**config.mk**
```make
export PLATFORM = sky130hd
export DESIGN_NAME = grayCountBank
export DESIGN_NICKNAME = d
export VERILOG_FILES = /design/src/rtl/grayBankPkg.sv /design/src/rtl/grayBankCtrl.sv /design/src/rtl/grayBankXlate.sv /design/src/rtl/grayBankDatapath.sv /design/src/rtl/grayCountBank.sv
export SDC_FILE = /design/constraint.sdc
export NUM_CORES = 1
export LEC_CHECK = 0
export ABC_AREA = 1
export BUFFER_PORTS_ARGS = -buffer_cell sky130_fd_sc_hd__buf_2
export CORE_MARGIN = 4
export CORE_UTILIZATION = 35
export CTS_CLUSTER_SIZE = 14
export DETAILED_ROUTE_END_ITERATION = 8
export PLACE_DENSITY_LB_ADDON = 0.2
export SETUP_SLACK_MARGIN = 0.5
export SLEW_MARGIN = 20
export SYNTH_ARGS = -nofsm -noshare
export SYNTH_HDL_FRONTEND = slang
export SYNTH_SLANG_ARGS = --single-unit
```
**constraint.sdc**
```tcl
create_clock -name clk -period 5.52 [get_ports clk]
set_clock_uncertainty 0.2 [all_clocks]
set_input_delay 0.552 -clock clk [delete_from_list [all_inputs] [get_ports clk]]
set_output_delay 0.552 -clock clk [all_outputs]
set_load 0.03 [all_outputs]
```
**src/rtl/grayBankPkg.sv**
```systemverilog
package grayBankPkg;
  // Strobes passed from the bus decoder to the datapath.
  typedef struct packed {
    logic rdStrobe;  // a read is being sampled this cycle
    logic inRange;   // the address selects an existing counter
  } bankStrobes_t;
endpackage

```
**src/rtl/grayBankCtrl.sv**
```systemverilog
module grayBankCtrl
  import grayBankPkg::*;
#(
  parameter int NUM_CNT = 4,
  parameter int ADDR_W  = 3
) (
  input  logic               wrEn,
  input  logic               rdEn,
  input  logic [ADDR_W-1:0]  addr,
  output bankStrobes_t       strobes,
  output logic [NUM_CNT-1:0] loadHot
);
  localparam int CMP_W = ADDR_W + 1;

  logic addrOk;
  assign addrOk = {1'b0, addr} < CMP_W'(NUM_CNT);

  assign strobes.rdStrobe = rdEn;
  assign strobes.inRange  = addrOk;

  for (genvar i = 0; i < NUM_CNT; i++) begin : g_dec
    assign loadHot[i] = wrEn && addrOk && (addr == ADDR_W'(i));
  end

  // an unused address never produces a load strobe
  always_comb begin
    if (wrEn && !addrOk) assert (loadHot == '0) else $error("p_oob_no_load_r7");
  end
endmodule

```
**src/rtl/grayBankXlate.sv**
```systemverilog
module grayBankXlate #(
  parameter int W = 8
) (
  input  logic [W-1:0] loadCount,  // positive count from software
  output logic [W-1:0] loadGray,   // negated, Gray-coded state to store
  input  logic [W-1:0] readGray,   // selected stored state
  output logic [W-1:0] readCount   // positive remaining count
);
  logic [W-1:0] negLoad;
  logic [W-1:0] readBin;

  assign negLoad  = '0 - loadCount;
  assign loadGray = negLoad ^ (negLoad >> 1);

  // prefix XOR from the top bit down
  always_comb begin
    readBin[W-1] = readGray[W-1];
    for (int k = W - 2; k >= 0; k--) begin
      readBin[k] = readBin[k+1] ^ readGray[k];
    end
  end

  assign readCount = '0 - readBin;
endmodule

```
**src/rtl/grayBankDatapath.sv**
```systemverilog
module grayBankDatapath
  import grayBankPkg::*;
#(
  parameter int NUM_CNT = 4,
  parameter int W       = 8,
  parameter int ADDR_W  = 3
) (
  input  logic                 clk,
  input  logic                 rstN,
  input  bankStrobes_t         strobes,
  input  logic [NUM_CNT-1:0]   loadHot,
  input  logic [ADDR_W-1:0]    addr,
  input  logic [NUM_CNT-1:0]   tickEn,
  input  logic [W-1:0]         loadGray,
  input  logic [W-1:0]         readCount,
  output logic [W-1:0]         selGray,
  output logic [W-1:0]         rdData,
  output logic [NUM_CNT*W-1:0] cntGray,
  output logic [NUM_CNT-1:0]   done
);
  logic [W-1:0] cntArr [NUM_CNT];

  function automatic logic [W-1:0] nextGray(input logic [W-1:0] g);
    logic [W-1:0] b;
    b[W-1] = g[W-1];
    for (int k = W - 2; k >= 0; k--) b[k] = b[k+1] ^ g[k];
    b = b + W'(1);
    return b ^ (b >> 1);
  endfunction

  for (genvar i = 0; i < NUM_CNT; i++) begin : g_cnt
    always_ff @(posedge clk) begin
      if (!rstN) begin
        cntArr[i] <= '0;
      end else if (loadHot[i]) begin
        cntArr[i] <= loadGray;
      end else if (tickEn[i] && (cntArr[i] != '0)) begin
        cntArr[i] <= nextGray(cntArr[i]);
      end
    end

    assign cntGray[i*W +: W] = cntArr[i];
    assign done[i]           = (cntArr[i] == '0);

    // no tick and no load leaves the state alone
    p_idle_stable_r3: assert property (@(posedge clk) disable iff (!rstN)
      (!loadHot[i] && !tickEn[i]) |=> $stable(cntArr[i]));

    // a tick on a running counter flips exactly one bit
    p_single_step_r4: assert property (@(posedge clk) disable iff (!rstN)
      (!loadHot[i] && tickEn[i] && (cntArr[i] != '0))
      |=> ($countones(cntArr[i] ^ $past(cntArr[i])) == 1));

    // a finished counter stays finished until reloaded
    p_hold_zero_r5: assert property (@(posedge clk) disable iff (!rstN)
      (!loadHot[i] && (cntArr[i] == '0)) |=> (cntArr[i] == '0));

    // a load wins over a tick in the same cycle
    p_load_wins_r6: assert property (@(posedge clk) disable iff (!rstN)
      loadHot[i] |=> (cntArr[i] == $past(loadGray)));
  end

  // read mux feeding the shared translator
  always_comb begin
    selGray = '0;
    for (int i = 0; i < NUM_CNT; i++) begin
      if (addr == ADDR_W'(i)) selGray = cntArr[i];
    end
  end

  always_ff @(posedge clk) begin
    if (!rstN) begin
      rdData <= '0;
    end else if (strobes.rdStrobe) begin
      rdData <= strobes.inRange ? readCount : '0;
    end
  end

  // reads of an unused address return zero
  p_oob_read_zero_r7: assert property (@(posedge clk) disable iff (!rstN)
    (strobes.rdStrobe && !strobes.inRange) |=> (rdData == '0));

  // read data holds when no read is sampled
  p_rd_hold_r8: assert property (@(posedge clk) disable iff (!rstN)
    !strobes.rdStrobe |=> $stable(rdData));
endmodule

```
**src/rtl/grayCountBank.sv**
```systemverilog
module grayCountBank
  import grayBankPkg::*;
#(
  parameter int NUM_CNT = 4,
  parameter int CNT_W   = 8,
  parameter int ADDR_W  = 3
) (
  input  logic                     clk,
  input  logic                     rstN,
  input  logic                     wrEn,
  input  logic                     rdEn,
  input  logic [ADDR_W-1:0]        addr,
  input  logic [CNT_W-1:0]         wrData,
  output logic [CNT_W-1:0]         rdData,
  input  logic [NUM_CNT-1:0]       tickEn,
  output logic [NUM_CNT*CNT_W-1:0] cntGray,
  output logic [NUM_CNT-1:0]       done
);
  bankStrobes_t       strobes;
  logic [NUM_CNT-1:0] loadHot;
  logic [CNT_W-1:0]   loadGray;
  logic [CNT_W-1:0]   selGray;
  logic [CNT_W-1:0]   readCount;

  grayBankCtrl #(.NUM_CNT(NUM_CNT), .ADDR_W(ADDR_W)) u_ctrl (
    .wrEn    (wrEn),
    .rdEn    (rdEn),
    .addr    (addr),
    .strobes (strobes),
    .loadHot (loadHot)
  );

  grayBankXlate #(.W(CNT_W)) u_xlate (
    .loadCount (wrData),
    .loadGray  (loadGray),
    .readGray  (selGray),
    .readCount (readCount)
  );

  grayBankDatapath #(.NUM_CNT(NUM_CNT), .W(CNT_W), .ADDR_W(ADDR_W)) u_dp (
    .clk       (clk),
    .rstN      (rstN),
    .strobes   (strobes),
    .loadHot   (loadHot),
    .addr      (addr),
    .tickEn    (tickEn),
    .loadGray  (loadGray),
    .readCount (readCount),
    .selGray   (selGray),
    .rdData    (rdData),
    .cntGray   (cntGray),
    .done      (done)
  );
endmodule

```
==> results.md <==
* Top Family by Delay on Critical Path: adder cells
* Commonest non-fill, non-tap cell in the layout: inv_1
* Power per standard cell area at 681 mW/mm^2
* GRT Overall Usage at 0.167
* Clk_lat worst skew at 0.30 ns
* Crit-path max cell delay at 0.42 ns
* Gate Count Post-Synth at 453
* Synthesized net count at 507
* Total grt overflow at 0
* Logic gate share of total power at 0.718
* Clock buffer depth at 2
* Num CTS Buffers at 5
* Design Area, Final at 0.00405 sq mm
* CTS Sinks at 40
* Die area at 0.0116 sq mm
* Share of post-route cells with drive strength above 1 at 0.152
* Post-synthesis compound-gate area fraction at 0.123
* Mux contribution to synthesized area at 0
* Dpl cell area at 0.00394 sq mm
* CTS Hold Bufs at 0
* Sw frac at 0.504
* Synthesized area at 0.00348 sq mm
* Die Height at 108 microns
* Vias per inst at 4.89
* Global-route wire length before repair at 15100 microns
* Vias in the first global route at 3085
* Required time of the critical path at 5.38 ns
* Critical path's slowest cell: edfxtp_1
* Router iterations before antenna repair at 5
* Initial antenna violation count at 0
* Reg power frac at 0.192
* P_leak at 0.00195 uW
* Worst hold margin at 0.263 ns
* Starting Density at 0.357
* Root buffer cell: clkbuf_8
* Fin nets at 574
* Crit path arrival time at 4.04 ns
* Cells resized by post-CTS repair at 0
* Adder-Cell Fraction of Synth Area at 0.126
* Crit path cell chain: inv_1, ha_1, ha_1, inv_1, ha_1, inv_1, ha_1, inv_1, ha_1, inv_1, ha_1, inv_1, ha_1, nor2_1, nand3_1, xor2_1, or2_2, nand3_1, nand2_1
* RSZ-0062 raised after global routing: false
* Final worst-path cycle share at 0.758
* Max Slew Vio Count at 0
* Fmax achieved at 239 MHz
* Post-synth cell types at 30
* Total wire length at 9350 microns
* Post-DP HPWL at 7730 microns
* Worst-path clk slew at 0.09 ns
* Antenna-violating nets left at 0
* Simple-Gate Fraction of Synth Area at 0.204
* Number of port buffers at 62
* XOR/XNOR Fraction of Synth Area at 0.113
* Internal power at 1370 uW
* Total number of vias at 3195
* Largest family of logic cells by synthesized area: simple AND/OR/NAND/NOR gates
* Area of the core at 0.00973 sq mm
* Routability cong. at 0.860
* Largest net degree at the start of global routing at 15
* Max-Cap Viols at 0
* Tmin final at 4.18 ns
* CP most frequent cell: ha_1
* YS warnings at 0
* Drt initial violations at 183
* Critical path class: reg -> reg
* Die width at 108 microns
* DR DRC count at 0
* Headroom to the max-slew limit at 0.553
* FP Rows at 36
* Htree depth at 2
* Boundary pin count at 63
* WL/cell at 14.3 microns
* Buf/Inv on CP at 6
* Final setup violation count at 0
* Switching pwr at 1390 uW
* Type of origin of the critical path: flop
* Worst IR Drop VDD at 0.000427 V
* Final TNS setup at 0 ns
* Status: complete, no violations
* Hold Vio Cnt, Final at 0
* Worst Setup End Kind: flop
* Worst Max-Slew Pin Slew at 0.666 ns
* CTS tree: done
* Clock power frac at 0.090
* FF+latch count, synth at 40
* Most frequent cells in the layout: 97 x inv_1, 72 x nand2_1, 62 x buf_2
* Register area share after synthesis at 0.323
* Number of diodes at 0
* Post-CTS Setup Bufs at 0
* Avg Inst Size Synth at 7.67 sq um
* HP Class: reg -> reg
* Synth-to-Final Area Change at 16.5%
* CP max FO at 4
worst reg2reg max path, cell delays in order (launching register included):
cell	delay (ns)
edfxtp_1	0.42
inv_1	0.06
ha_1	0.30
ha_1	0.28
inv_1	0.05
ha_1	0.27
inv_1	0.06
ha_1	0.30
inv_1	0.05
ha_1	0.32
inv_1	0.06
ha_1	0.26
inv_1	0.05
ha_1	0.26
nor2_1	0.24
nand3_1	0.13
xor2_1	0.19
or2_2	0.28
nand3_1	0.07
nand2_1	0.07
layout make-up:
type / count / area [sq um]
clock inverter: 3 / 42.5
inverter: 99 / 372
multi-input combinational: 312 / 1970
fill: 1070 / 5680
clock buffer: 5 / 68.8
tap: 133 / 166
timing repair buffer: 62 / 310
sequential: 40 / 1120
state kept, by name, summed over array words and instances, names as in the netlist, named ones only:
name         cells
u_dp.cntArr     29
u_dp.rdData      8
logic make-up after synthesis:
group                      after synthesis
DFF                                     40
xor gates and xnor gates                45
adders and majority gates               35
buffers and inverters                  101
AOI/OAI and AO/OA                       76
and+or+nand+nor                        156
Yosys cell counts, drive strengths merged:
master / count / area, sq um
inv: 98 / 368
nand2: 75 / 299
ha: 35 / 438
nor2: 35 / 141
edfxtp: 32 / 961
nand3: 30 / 150
xor2: 28 / 245
o21ai: 26 / 130
a21oi: 23 / 115
o22ai: 20 / 125
xnor2: 17 / 149
nand4: 9 / 56.3
dfxtp: 8 / 160
nor3: 4 / 41.3
o221ai: 4 / 35.0
o211ai: 2 / 15.0
buf: 1 / 11.3
clkbuf: 1 / 3.75
clkinv: 1 / 3.75
nand3b: 1 / 7.51
o21bai: 1 / 7.51
or2: 1 / 6.26
or3: 1 / 6.26
power groups by stage:
| stage | Clock (uW) | Combinational [uW] | Sequential [uW] |
|---|---|---|---|
| after floorplan | 0 | 1410 | 675 |
| final | 249 | 1980 | 529 |
| after CTS | 251 | 1990 | 531 |
| after global routing | 262 | 2240 | 542 |
| after detailed placement | 0 | 1970 | 538 |
| after global placement | 0 | 1940 | 535 |
layer usage:
layer / global-route usage / vias up / wire length, microns
li1: - / 1630 / -
met2: 0.283 / 89 / 4500
met1: 0.220 / 1467 / 4160
met5: 0 / - / 0
met3: 0.0252 / 9 / 535
met4: 0.0469 / 0 / 153
through the flow:
| stage | total power, uW | util | worst slack [ns] | std cells |
|---|---|---|---|---|
| 6_report | 2760 | 0.416 | 1.34 | 654 |
| 5_1_grt | 3040 | 0.416 | 1.06 | 654 |
| 4_1_cts | 2770 | 0.416 | 1.33 | 654 |
| 3_5_place_dp | 2510 | 0.405 | 1.11 | 646 |
| 3_3_place_gp | 2480 | 0.405 | 1.25 | 646 |
| 2_1_floorplan | 2090 | - | 1.46 | 453 |
worst paths after layout:
path / endpoint / depth (start not counted) / from / slack, ns
min: u_dp.rdData[5] / 2 / u_dp.rdData[5] / 0.26
max: u_dp.cntArr[0][6] / 19 / u_dp.cntArr[0][7] / 1.34
min reg2reg: u_dp.rdData[5] / 2 / u_dp.rdData[5] / 0.26
max reg2reg: u_dp.cntArr[0][6] / 19 / u_dp.cntArr[0][7] / 1.34
Note: power is estimated with default switching activity, not from simulation.
